**config.mk**
```make
export PLATFORM = sky130hd
export DESIGN_NAME = fetx_encoder
export DESIGN_NICKNAME = d
export VERILOG_FILES = /design/src/rtl/fetx_pkg.sv /design/src/rtl/fetx_nibble_map.sv /design/src/rtl/fetx_frame_fsm.sv /design/src/rtl/fetx_cg_select.sv /design/src/rtl/fetx_encoder.sv
export SDC_FILE = /design/constraint.sdc
export NUM_CORES = 1
export LEC_CHECK = 0
export ABC_AREA = 0
export CORE_AREA = 4 4 41 43
export CTS_BUF_LIST = sky130_fd_sc_hd__clkbuf_8 sky130_fd_sc_hd__clkbuf_16
export CTS_CLUSTER_SIZE = 14
export DETAILED_ROUTE_END_ITERATION = 6
export DIE_AREA = 0 0 45 47
export GPL_ROUTABILITY_DRIVEN = 0
export GPL_TIMING_DRIVEN = 0
export SYNTH_ARGS = -nofsm -noshare
export SYNTH_HDL_FRONTEND = slang
export SYNTH_HIERARCHICAL = 1
export SYNTH_SLANG_ARGS = --single-unit
```
**constraint.sdc**
```tcl
create_clock -name clk_i -period 1.6 [get_ports clk_i]
set_input_delay 0.16 -clock clk_i [delete_from_list [all_inputs] [get_ports clk_i]]
set_output_delay 0.16 -clock clk_i [all_outputs]
set_load 0.005 [all_outputs]
```
**src/rtl/fetx_pkg.sv**
```systemverilog
package fetx_pkg;
  localparam int unsigned NIB_W = 4;
  localparam int unsigned CG_W  = 5;

  localparam logic [CG_W-1:0] CG_IDLE = 5'b11111;
  localparam logic [CG_W-1:0] CG_J    = 5'b11000;
  localparam logic [CG_W-1:0] CG_K    = 5'b10001;
  localparam logic [CG_W-1:0] CG_T    = 5'b01101;
  localparam logic [CG_W-1:0] CG_R    = 5'b00111;

  typedef enum logic [2:0] {
    ST_IDLE  = 3'd0,
    ST_SSD_J = 3'd1,
    ST_SSD_K = 3'd2,
    ST_DATA  = 3'd3,
    ST_ESD_T = 3'd4,
    ST_ESD_R = 3'd5
  } fetx_state_e;
endpackage

```
**src/rtl/fetx_nibble_map.sv**
```systemverilog
module fetx_nibble_map
  import fetx_pkg::*;
(
  input  logic [NIB_W-1:0] nib_i,
  output logic [CG_W-1:0]  cg_o
);
  always_comb begin
    unique case (nib_i)
      4'h0: cg_o = 5'b11110;
      4'h1: cg_o = 5'b01001;
      4'h2: cg_o = 5'b10100;
      4'h3: cg_o = 5'b10101;
      4'h4: cg_o = 5'b01010;
      4'h5: cg_o = 5'b01011;
      4'h6: cg_o = 5'b01110;
      4'h7: cg_o = 5'b01111;
      4'h8: cg_o = 5'b10010;
      4'h9: cg_o = 5'b10011;
      4'hA: cg_o = 5'b10110;
      4'hB: cg_o = 5'b10111;
      4'hC: cg_o = 5'b11010;
      4'hD: cg_o = 5'b11011;
      4'hE: cg_o = 5'b11100;
      default: cg_o = 5'b11101;
    endcase
  end
endmodule

```
**src/rtl/fetx_frame_fsm.sv**
```systemverilog
module fetx_frame_fsm
  import fetx_pkg::*;
(
  input  logic        clk_i,
  input  logic        rst_ni,
  input  logic        tx_en_i,
  output fetx_state_e state_d_o
);
  fetx_state_e state_q, state_d;
  logic        short_q, short_d;

  // state_q names the group currently driven on the output
  always_comb begin
    state_d = state_q;
    short_d = short_q;
    unique case (state_q)
      ST_IDLE: begin
        short_d = 1'b0;
        if (tx_en_i) state_d = ST_SSD_J;
      end
      ST_SSD_J: begin
        short_d = ~tx_en_i;
        state_d = ST_SSD_K;
      end
      ST_SSD_K: state_d = (tx_en_i && !short_q) ? ST_DATA : ST_ESD_T;
      ST_DATA:  state_d = tx_en_i ? ST_DATA : ST_ESD_T;
      ST_ESD_T: state_d = ST_ESD_R;
      ST_ESD_R: state_d = ST_IDLE;
      default:  state_d = ST_IDLE;
    endcase
  end

  always_ff @(posedge clk_i or negedge rst_ni) begin
    if (!rst_ni) begin
      state_q <= ST_IDLE;
      short_q <= 1'b0;
    end else begin
      state_q <= state_d;
      short_q <= short_d;
    end
  end

  assign state_d_o = state_d;

  AST_SHORT_CLOSES: assert property (@(posedge clk_i) disable iff (!rst_ni)
    (state_q == ST_SSD_K && short_q) |=> (state_q == ST_ESD_T));
  AST_START_FROM_IDLE: assert property (@(posedge clk_i) disable iff (!rst_ni)
    (state_q == ST_SSD_J) |-> ($past(state_q) == ST_IDLE));
endmodule

```
**src/rtl/fetx_cg_select.sv**
```systemverilog
module fetx_cg_select
  import fetx_pkg::*;
(
  input  fetx_state_e     state_i,
  input  logic [CG_W-1:0] data_cg_i,
  output logic [CG_W-1:0] cg_o
);
  always_comb begin
    unique case (state_i)
      ST_SSD_J: cg_o = CG_J;
      ST_SSD_K: cg_o = CG_K;
      ST_DATA:  cg_o = data_cg_i;
      ST_ESD_T: cg_o = CG_T;
      ST_ESD_R: cg_o = CG_R;
      default:  cg_o = CG_IDLE;
    endcase
  end
endmodule

```
**src/rtl/fetx_encoder.sv**
```systemverilog
module fetx_encoder
  import fetx_pkg::*;
(
  input  logic             clk_i,
  input  logic             rst_ni,
  input  logic             tx_en_i,
  input  logic [NIB_W-1:0] txd_i,
  output logic [CG_W-1:0]  code_o,
  output logic             code_valid_o
);
  fetx_state_e     state_d;
  logic [CG_W-1:0] data_cg, cg_d;
  logic [CG_W-1:0] code_q;
  logic            valid_q;

  fetx_frame_fsm u_fsm (
    .clk_i     (clk_i),
    .rst_ni    (rst_ni),
    .tx_en_i   (tx_en_i),
    .state_d_o (state_d)
  );

  fetx_nibble_map u_map (
    .nib_i (txd_i),
    .cg_o  (data_cg)
  );

  fetx_cg_select u_sel (
    .state_i   (state_d),
    .data_cg_i (data_cg),
    .cg_o      (cg_d)
  );

  always_ff @(posedge clk_i or negedge rst_ni) begin
    if (!rst_ni) begin
      code_q  <= CG_IDLE;
      valid_q <= 1'b0;
    end else begin
      code_q  <= cg_d;
      valid_q <= 1'b1;
    end
  end

  assign code_o       = code_q;
  assign code_valid_o = valid_q;

  AST_VALID_HELD: assert property (@(posedge clk_i) disable iff (!rst_ni)
    code_valid_o |=> code_valid_o);
  AST_J_THEN_K: assert property (@(posedge clk_i) disable iff (!rst_ni)
    (code_o == CG_J) |=> (code_o == CG_K));
  AST_T_THEN_R: assert property (@(posedge clk_i) disable iff (!rst_ni)
    (code_o == CG_T) |=> (code_o == CG_R));
  AST_R_THEN_IDLE: assert property (@(posedge clk_i) disable iff (!rst_ni)
    (code_o == CG_R) |=> (code_o == CG_IDLE));
  AST_K_ENDS_OR_DATA: assert property (@(posedge clk_i) disable iff (!rst_ni)
    (code_o == CG_K) |=> (code_o != CG_IDLE && code_o != CG_J));
endmodule

```
# == Yosys cells after proc, flatten, opt, wreduce, memory -nomap -nowiden ==
# Memory sizes are Yosys's and may differ from the RTL's.
# Cells that the tools add are included.
# classes
bitwise,1
muxes,6
n_reduce_logical,4
eq_ne,9
# ops
operator,count
5-bit case mux with 5 select lines,1
3-bit case mux with 5 select lines,1
3-bit by 2-bit equality test with 1-bit output (second input constant),4
3-bit equality test (second input constant),3
3-bit two-way mux,3
3-bit by 1-bit equality test with 1-bit output (second input constant),2
3-bit logical NOT,1
1-bit case mux with 2 select lines,1
2-bit nonzero test,1
1-bit logical AND,1
1-bit logical NOT,1
1-bit NOT,1
# totals
word_cells,25
output_inout_bits,6
regBits,10
romBits,80
input_bits,7
n_memories,1
# memory_table
name,words,word_bits,read_ports,rd_ports_with_merged_regs,write_ports,line_no,rtl
(name not given),16,5,1,0,0,fetx_nibble_map.sv:8,unique case (nib_i)

# == Longest topological paths before layout ==
# Gate-level depths: netlist (run 1).
# logic_depth
depth_word,6
depth_mapped,6
mapped_depth_nobuf,5

# == By module ==
# The synthesis (run 1) kept the hierarchy.
# by_module_without_submodules
module,seq_area_each_um2,instances,area_per_inst_um2,cells_each
fetx_frame_fsm,100.1,1,177.7,16
fetx_encoder,156.4,1,160.2,7
fetx_cg_select,0.0,1,93.8,16
fetx_nibble_map,0.0,1,65.1,9

# == Least setup slack after synthesis (run 1) ==
# No wires, ideal clock.
# synth_timing
path_kind,reg2reg
start,register u_fsm.state_q[0]
end,register code_q[1] (netlist: code_o[1])
setup_time_ps,65
path_stages_with_launch,7
path_buffers,1
slack_ps,293
arrival_time_ps,1242
cell_sequence,dfrtp_1 nor2b_1 o21ai_0 o221a_2 buf_2 or3_1 nand3_1
# synth_via
elab_chain_cells,4
# synth_rtl
item,line_no,rtl
start: declaration,fetx_frame_fsm.sv:9,"fetx_state_e state_q, state_d;"
start signal: assignment,fetx_frame_fsm.sv:38,state_q <= state_d;
"3-bit equality test, or another cell as far along",fetx_frame_fsm.sv:16,unique case (state_q)
3-bit case mux with 5 select lines *,fetx_frame_fsm.sv:16,
via state_d[0],fetx_encoder.sv:11,fetx_state_e state_d;
"3-bit equality test, or another cell as far along",fetx_cg_select.sv:9,unique case (state_i)
5-bit case mux with 5 select lines *,fetx_cg_select.sv:9,
via cg_d[1],fetx_encoder.sv:12,"logic [CG_W-1:0] data_cg, cg_d;"
end signal: assignment,fetx_encoder.sv:39,code_q <= cg_d;
end: declaration,fetx_encoder.sv:13,logic [CG_W-1:0] code_q;
# Mark *: on every way through the listed nets, which the timed path passes. The rest lies on a longest branch.
# A chain may end at the register's enable or synchronous reset.

# == Worst setup path in the final report (run 1) ==
# layout_timing
start,register u_fsm.state_q[1]
end,register code_q[3] (netlist: code_o[3])
# Same word-level chain as after synthesis.

==> results of run 1 <==
==> routing by layer <==
layer  GRT usage (%)  vias to the layer above
met2           14.97                       19
li1                -                      204
met4           10.53                        0
met5               0                        -
met1           14.25                      180
met3           1.149                        4
==> worst max path at each step <==
stage | slack [ps] | end | cells after the start | startpoint
6_report | 150 | code_o[3] | 5 | u_fsm/state_q[1]
5_1_grt | 8 | code_o[3] | 5 | u_fsm/state_q[1]
4_1_cts | 70 | code_o[3] | 3 | u_fsm/state_q[1]
3_5_place_dp | -100 | code_o[3] | 6 | tx_en_i
3_3_place_gp | -50 | code_o[3] | 6 | tx_en_i
2_1_floorplan | 290 | code_o[1] | 6 | u_fsm/state_q[0]
==> per-stage QoR <==
step | setup slack (ps) | instance area, um^2 | TNS, ps | power (W) | hold WS (ps)
final | 145.6 | 701.9 | 0 | 0.001331 | 229.8
after global routing | 7.819 | 701.9 | 0 | 0.001435 | 267.6
after CTS | 74.12 | 690.7 | 0 | 0.001314 | 244.4
after detailed placement | -97.52 | 635.6 | -171.4 | 0.0009945 | 502.3
after global placement | -51.53 | 635.6 | -61.59 | 0.0009872 | 501.3
after floorplan | 293.0 | 496.7 | 0 | 0.0007941 | -135.6
==> worst max-delay path: stages (launching register included) <==
cell and delay, ps:
dfrtp_1 490, nand2b_1 110, a221oi_2 320, buf_6 170, a21boi_1 160, a22oi_1 110
==> report_power, final <==
part | switching (W) | leakage [nW] | total, W | internal (W)
Sequential | 0.0000730 | 0.115 | 0.000468 | 0.000395
Combinational | 0.000254 | 0.142 | 0.000548 | 0.000295
Clock | 0.0000991 | 0.0288 | 0.000315 | 0.000216
Total | 0.000426 | 0.286 | 0.00133 | 0.000905
==> cell families after synthesis <==
| group | synth area share (%) |
|---|---|
| compound gates | 23.17 |
| simple gates | 14.86 |
| flops | 51.64 |
| buf+inv | 7.807 |
| xor+xnor | 1.764 |
| other cells | 0.7549 |
==> cell usage in the layout (no fill, tap or decap), types with 2 or more instances in the layout <==
master / count
dfstp_2: 5
inv_1: 3
o21bai_1: 2
dfrtp_1: 5
nor2b_1: 3
clkbuf_8: 4
o211ai_1: 2
nor2_1: 2
clkdlybuf4s50_1: 12
nand3_1: 4
o21ai_0: 3
==> sequential cells by signal (all words and copies together) (netlist names) <==
signal and cells:
code_o 5, u_fsm/state_q 3, u_fsm/short_q 1, code_valid_o 1
==> synth_stat cells <==
library cell  number  share of area, %
nor2b_1            3               3.8
nand3_1            4               4.0
nand2b_1           1               1.3
a22oi_1            1               1.5
o21bai_1           2               3.0
a21boi_1           1               1.5
o221a_2            1               2.3
buf_6              1               2.3
nor3_1             1               1.0
buf_2              1               1.0
or2_1              1               1.3
o21ai_0            3               3.0
dfrtp_1            5                25
nand2_1            1              0.75
dfstp_2            5                26
conb_1             1              0.75
o31ai_1            1               1.5
xnor2_1            1               1.8
a22oi_2            1               2.5
a31oi_1            1               1.3
nor2_1             2               1.5
or3_1              1               1.3
o211ai_1           2               3.0
buf_4              1               1.5
inv_1              3               2.3
o41ai_1            1               1.8
a221oi_1           1               1.8
inv_2              1              0.75
==> cell type report <==
cell class,count,area (um^2)
sequential,10,256.5
timing repair buffer,12,120.1
fill,143,599.3
inverter,4,15.01
multi-input combinational,31,212.7
buffer,3,23.77
clock buffer,4,55.05
tap,15,18.77
==> timing repair <==
item | CTS | global route
gates resized for setup | 0 | 2
endpoints found under the setup margin | 0 | 1
hold buffers | 0 | 0
hold endpoints to repair | 0 | 0
==> flow_summary.json, run 1 <==
{
  "io_buffers": 12,
  "final_util_pct": 53.94,
  "die_w_um": 45,
  "vdd_drop_max_uv": 630.9,
  "htree_levels": 1,
  "fin_nets": 72,
  "grt_pass1_vias": 373,
  "cp-end-kind": "register",
  "top_layer": "met4",
  "slew_violations": 0,
  "dp_hpwl_um": 686.8,
  "critPathKind": "register to register",
  "synth.cell_area_um2": 496.7,
  "hold_viol": 0,
  "cts_buffers": 3,
  "path_clk_slew_ps": 50,
  "row_count": 13,
  "reg2reg_depth": 5,
  "worstReg2RegEnd": "code_o[3]",
  "worstSetupStartpointType": "register",
  "die-area_mm2": 0.002115,
  "rsz0062_at_grt": "no",
  "grt_overflow": 0,
  "arrival_ps": 1600,
  "max_freq_mhz": 687.6,
  "antenna_found_initial": 0,
  "start_util_pct": 38.17,
  "core_mm2": 0.001301,
  "p_leak_nw": 0.2862,
  "r2r_setup_slack_ps": 150,
  "r2r-start": "u_fsm/state_q[1]",
  "stdcell_count": 79,
  "seq_area_frac_synth_pct": 51.64,
  "drv_cap": 0,
  "drc_errors": 0,
  "cts.sinks": 10,
  "hold_class": "primary input to async pin",
  "vias_per_cell": 5.152,
  "met2WireLength_um": 399,
  "wl_met3_um": 63,
  "period_share_pct": 90.90,
  "grt_pass1_wl_um": 1580,
  "dp_cells": 75,
  "setup_viol": 0,
  "drt-initial-drc-count": 5,
  "num_vias": 407,
  "synth_area_per_cell_um2": 10.35,
  "cts_tree": "built",
  "ys_ff_latch": 10,
  "worst_ep_required_time_ps": 1750,
  "path_max_fanout": 9,
  "post-route-min-period_ps": 1454,
  "areaGrowthSynthToFinish_pct": 41.31,
  "avgRoutedWirePerCell_um": 11.53,
  "ant_nets": 0,
  "grt_max_degree": 11,
  "firstDrtPassIters": 4,
  "yosysUniqueCellTypes": 28,
  "p_per_area_mw_per_mm2": 1897,
  "clock_latency_ps": 240,
  "status": "completed",
  "cts_root_buffer": "clkbuf_8",
  "globalRouteTotalUtil_pct": 10.77,
  "postCtsSetupRepairBufs": 0,
  "fin_worst_skew_ps": 5.069,
  "wl_met1_um": 410,
  "totalWireLength_um": 911,
  "layout-drive-gt1-share_pct": 26.56,
  "io_pins": 13,
  "synthCells": 48,
  "ys_warn_count": 6,
  "die_y_um": 47,
  "diodes": 0,
  "cts_max_path_buffers": 2,
  "synthesis.nets": 55
}
Power figures use the tool's default switching activity.
==> run 2: changes to the inputs <==
- CORE_AREA: 4 4 41 43 -> 2 2 39 41
- DIE_AREA: 0 0 45 47 -> 0 0 41 43
==> run 2 against run 1 <==
Compared with the run above: fmax is 0.95% lower; hold slack improved by 1.7 ps; sequential power decreased by 2%.
==> flow_summary.json, run 2 (synthesis gave the netlist of run 1 again) <==
{
  "status": "completed",
  "setup_viol": 0,
  "postCtsSetupRepairBufs": 0,
  "dpl_cell_area_um2": 636.9,
  "worstSetupStartpointType": "register",
  "areaGrowthSynthToFinish_pct": 39.29,
  "dp_hpwl_um": 647.4,
  "drt-initial-drc-count": 3,
  "rsz0062_at_grt": "no",
  "period_share_pct": 91.77,
  "p_leak_nw": 0.2829,
  "arrival_ps": 1610,
  "cts_resized": 0,
  "slew_headroom_pct": 59.90,
  "max_freq_mhz": 681.1,
  "num_vias": 389,
  "row_count": 14,
  "internal_power_w": 0.0008944,
  "path_clk_slew_ps": 50,
  "p_switching_w": 0.0003892,
  "fin_worst_skew_ps": 2.360,
  "cts_tree": "built",
  "vdd_drop_max_uv": 715.8,
  "antenna_found_initial": 0,
  "cts_root_buffer": "clkbuf_8",
  "die-area_mm2": 0.001763,
  "htree_levels": 1,
  "worst_ep_required_time_ps": 1740,
  "grt_pass1_vias": 361,
  "grt_overflow": 0,
  "grt_pass1_wl_um": 1462,
  "fin_nets": 72,
  "critPathKind": "register to register",
  "totalWireLength_um": 772,
  "drv_cap": 0,
  "slew_violations": 0,
  "r2r_setup_slack_ps": 130,
  "tightest_slew_ps": 596.5,
  "cts_hold_buffers": 0,
  "combPwrFrac_pct": 41.0,
  "seq_power_share_pct": 35.7,
  "path_max_fanout": 9,
  "switching_share_pct": 30.32,
  "start_util_pct": 35.90,
  "cts_buffers": 3,
  "largest_reg_flops": 5,
  "cts_max_path_buffers": 2,
  "grt_max_degree": 11,
  "drc_errors": 0,
  "io_pins": 13,
  "worstReg2RegEnd": "code_o[3]",
  "layout-drive-gt1-share_pct": 23.44,
  "reg2reg_depth": 5,
  "final_area_um2": 691.9,
  "ant_nets": 0,
  "avgRoutedWirePerCell_um": 9.650,
  "clock_latency_ps": 230,
  "diodes": 0,
  "core_mm2": 0.001384,
  "firstDrtPassIters": 2,
  "cts.sinks": 10,
  "io_buffers": 12,
  "clkPwrFrac_pct": 23.3,
  "fillers": 144,
  "globalRouteTotalUtil_pct": 12.53,
  "final_common_cell": "clkdlybuf4s50_1",
  "hold_class": "primary input to async pin",
  "cp-end-kind": "register",
  "r2r-start": "u_fsm/state_q[1]",
  "die_w_um": 41,
  "hold_viol": 0,
  "layout_common_cells": "clkdlybuf4s50_1 (12), dfstp_2 (5), dfrtp_1 (5)",
  "finalSetupTns_ps": 0,
  "die_y_um": 43,
  "vias_per_cell": 4.863,
  "p_per_area_mw_per_mm2": 1855,
  "post-route-min-period_ps": 1468
}
==> run 2: cell types whose count changed in the layout (fill, tap and decap cells not counted) <==
| cell | delta |
|---|---|
| o31ai_1 | +1 |
| o31ai_2 | -1 |
| a221oi_2 | -1 |
| a221oi_1 | +1 |
==> run 2: how the worst max path moves through the flow <==
stage                                start  slack (ps)        end
after global placement             tx_en_i         -60  code_o[3]
after detailed placement           tx_en_i         -90  code_o[3]
after CTS                 u_fsm/state_q[1]         120  code_o[3]
final                     u_fsm/state_q[1]         130  code_o[3]
after floorplan           u_fsm/state_q[0]         290  code_o[1]
after global routing      u_fsm/state_q[1]           4  code_o[1]
==> run 2: power groups by stage <==
| stage | Combinational (W) | Clock [W] | Sequential (W) |
|---|---|---|---|
| floorplan | 0.000333 | 0 | 0.000461 |
| global placement | 0.000521 | 0 | 0.000461 |
| detailed placement | 0.000528 | 0 | 0.000462 |
| CTS | 0.000531 | 0.000309 | 0.000459 |
| global route | 0.000597 | 0.000329 | 0.000472 |
| finish | 0.000526 | 0.000300 | 0.000458 |
==> run 2: cell type report <==
| cell class | instances | area, um^2 | area share, % |
|---|---|---|---|
| multi-input cells | 31 | 201.4 | 29.11 |
| clock buffers | 4 | 55.05 | 7.957 |
| repair buffers | 12 | 120.1 | 17.36 |
| flip-flops and latches | 10 | 256.5 | 37.07 |
| plain buffers | 3 | 23.77 | 3.436 |
| inverters | 4 | 15.01 | 2.170 |
| well taps | 16 | 20.02 | 2.893 |
==> run 2: critical path, stage by stage (launching register included) <==
cell	delay (ps)
dfrtp_1	450
nand2b_1	80
a221oi_1	400
buf_6	190
a21boi_1	160
a22oi_1	100
==> run 2: layer usage <==
metal	track usage (%)	vias up	part of all wire (%)	wire length, um
li1	-	202	-	-
met1	14.14	181	43	329
met2	18.75	6	55	423
met3	3.141	0	2.3	18
met4	10.00	0	0	0
met5	0	-	0	0
==> run 2: per-stage QoR <==
stage	setup slack (ps)	util [%]	cells	total power (W)	hold slack [ps]
floorplan	293.0	-	48	0.0007941	-135.6
global placement	-62.14	46.02	76	0.0009818	494.7
detailed placement	-85.37	46.02	76	0.0009896	489.1
CTS	115.3	50.00	80	0.001299	245.3
global route	4.147	50.00	80	0.001398	250.8
finish	131.7	50.00	80	0.001284	231.5
==> run 3: changes to the inputs <==
- ABC_AREA: 0 -> 1
- CORE_AREA: 2 2 39 41 -> not set
- CORE_UTILIZATION: not set -> 40
- DIE_AREA: 0 0 41 43 -> not set
- PLACE_DENSITY: not set -> 0.67
==> run 3 against run 2 <==
Compared with the run above: global-route usage up 4.9 points; combinational power up 11%; fmax up 5.7%; die area down 16%; synthesized cell count up 48%; first-iteration DRC count rose to 3.0 times the previous value; sequential power down 2%; highest routed layer is now met4; clock power down 13%; clock-buffer cell count down 1; largest power group unchanged; sequential share of layout area down 1.0 points; total power up 0.66%.
==> flow_summary.json, run 3 <==
{
  "status": "completed",
  "period_share_pct": 86.85,
  "ys_warn_count": 6,
  "firstDrtPassIters": 3,
  "fillers": 114,
  "internal_power_w": 0.0008066,
  "max_freq_mhz": 719.6,
  "start_util_pct": 45.19,
  "synth_commonest_cells": "nand2_1 (17), nor2_1 (10), inv_1 (9)",
  "diodes": 0,
  "p_switching_w": 0.0004856,
  "final_common_cell": "nand2_1",
  "synth_area_leaders": "dfstp_2 (25%), dfrtp_1 (24%), nand2_1 (12%)",
  "hold_class": "primary input to async pin",
  "setup_ws_ps": 210.4,
  "layout_common_cells": "nand2_1 (17), clkdlybuf4s50_1 (12), inv_1 (10), nor2_1 (10), nand3_1 (8)",
  "ant_nets": 0,
  "htree_levels": 1,
  "stdcell_count": 101,
  "p_per_area_mw_per_mm2": 1815,
  "clock_latency_ps": 230,
  "rsz0062_at_grt": "no",
  "die_w_um": 38.38,
  "final_util_pct": 60.79,
  "synth_flop_cell": "dfstp_2",
  "dp_hpwl_um": 745.4,
  "io_buffers": 12,
  "critPathBufInv": 3,
  "cpMostUsedCell": "nand3_1",
  "arrival_ps": 1560,
  "post-route-min-period_ps": 1390,
  "fin_worst_skew_ps": 6.172,
  "row_count": 12,
  "layout-drive-gt1-share_pct": 21.84,
  "critPathMaxStageDelay_ps": 530,
  "die-area_mm2": 0.001473,
  "p_leak_nw": 0.3496,
  "die_y_um": 38.38,
  "fin_hold_ws_ps": 236.0,
  "grt_pass1_vias": 423,
  "cts_resized": 0,
  "areaGrowthSynthToFinish_pct": 34.52,
  "synth_edf_count": 0,
  "synth_area_leader_cell": "dfstp_2",
  "path_cells": "clkdlybuf4s50_1 -> inv_1 -> nor2_2 -> nand3_1 -> nand3_1 -> inv_2 -> nor2_2 -> nand3_1 -> nand2_1",
  "core_mm2": 0.001171,
  "hold_viol": 0,
  "finalSetupTns_ps": 0,
  "setup_viol": 0,
  "slowest_stage": "clkdlybuf4s50_1",
  "vias_per_cell": 4.574,
  "drc_errors": 0,
  "synthesis.nets": 78,
  "largest_reg_flops": 5,
  "drt-initial-drc-count": 9,
  "cts.sinks": 10,
  "worstSetupStartpointType": "primary input",
  "globalRouteTotalUtil_pct": 17.44,
  "num_vias": 462,
  "ys_ff_latch": 10,
  "grt_pass1_wl_um": 1731,
  "cts_buffers": 3,
  "path_clk_slew_ps": 50,
  "cp-end-kind": "register",
  "seq_area_frac_synth_pct": 48.46,
  "cts_root_buffer": "clkbuf_8",
  "io_pins": 13,
  "synthArstFlopShare_pct": 100.0,
  "switching_share_pct": 37.58,
  "cts_hold_buffers": 0,
  "slew_violations": 0,
  "yosysMostFrequentCell": "nand2_1",
  "synth.cell_area_um2": 529.3,
  "grt_overflow": 0,
  "dp_cells": 97,
  "critPathKind": "primary input to register",
  "drv_cap": 0,
  "combPwrFrac_pct": 45.1,
  "postCtsSetupRepairBufs": 0,
  "cts_max_path_buffers": 2,
  "dp_slack_ps": -19.55,
  "path_max_fanout": 5,
  "grt_max_degree": 11,
  "clkPwrFrac_pct": 20.1,
  "cts_tree": "built",
  "worst_ep_required_time_ps": 1770,
  "crit_family": "simple AND/OR/NAND/NOR gates",
  "totalWireLength_um": 941,
  "synth_area_per_cell_um2": 7.454,
  "fin_nets": 95,
  "yosysUniqueCellTypes": 16,
  "antenna_found_initial": 0,
  "seq_power_share_pct": 34.8,
  "synthCells": 71,
  "avgRoutedWirePerCell_um": 9.317,
  "vdd_drop_max_uv": 818.8,
  "synth_top_cell_area_share_pct": 24.82
}
[run 3: cell types whose count changed in the layout (fill, tap and decap cells not counted), sizes merged, moves of 2 or more]
cell | before | now
nand3 | 4 | 8
nor2b | 3 | 0
buf | 3 | 1
o211ai | 2 | 0
nand2 | 1 | 19
nor2 | 2 | 14
o21bai | 2 | 0
a22oi | 2 | 0
inv | 4 | 13
[run 3: power by group through the flow]
stage | clock [W] | combinational, W | sequential, W
after detailed placement | 0 | 0.000579 | 0.000454
after global placement | 0 | 0.000571 | 0.000449
after global routing | 0.000288 | 0.000662 | 0.000461
after floorplan | 0 | 0.000372 | 0.000452
final | 0.000260 | 0.000583 | 0.000450
after CTS | 0.000271 | 0.000582 | 0.000451
[run 3: per-stage QoR]
step | instance area (um^2) | total power (W)
floorplan | 529.3 | 0.0008242
global placement | 666.9 | 0.001021
detailed placement | 666.9 | 0.001032
CTS | 711.9 | 0.001304
global route | 711.9 | 0.001410
finish | 711.9 | 0.001292
[run 3: routing by layer]
layer,vias up,global-route usage (%),part of all wire (%)
met3,2,5.233,2.8
met2,10,25.00,46
met1,202,23.91,50
met4,0,7.759,1.5
li1,248,-,-
met5,-,0,0
[run 3: path summary, 6_finish.rpt]
| check | from | end | slack, ps | cells past startpoint |
|---|---|---|---|---|
| max | tx_en_i | code_o[1] | 210 | 9 |
| min | rst_ni | u_fsm/short_q | 240 | 1 |
| max reg2reg | u_fsm/state_q[2] | code_o[1] | 240 | 7 |
| min reg2reg | u_fsm/short_q | u_fsm/short_q | 600 | 2 |
| max in group asynchronous | rst_ni | code_o[1] | 1030 | 1 |
| min in group clk_i | u_fsm/short_q | u_fsm/short_q | 600 | 2 |
[run 3: area by class of cell]
class,count,area (um^2),share of cell area (%)
buffer,1,7.507,1.054
clock buffer,3,41.29,5.800
clock inverter,1,3.754,0.5272
inverter,12,45.04,6.327
multi-input combinational,48,220.2,30.93
sequential,10,256.5,36.03
tap,14,17.52,2.460
timing repair buffer,12,120.1,16.87
[run 3: cells by family (layout without fill, tap and decap cells)]
logic type / Yosys count / in the layout / share of synthesized area (%)
compound gates: 6 / 6 / 7.093
flops: 10 / 10 / 48.46
buf+inv: 13 / 29 / 9.929
other cells: 1 / 1 / 0.7085
simple gates: 41 / 41 / 33.81
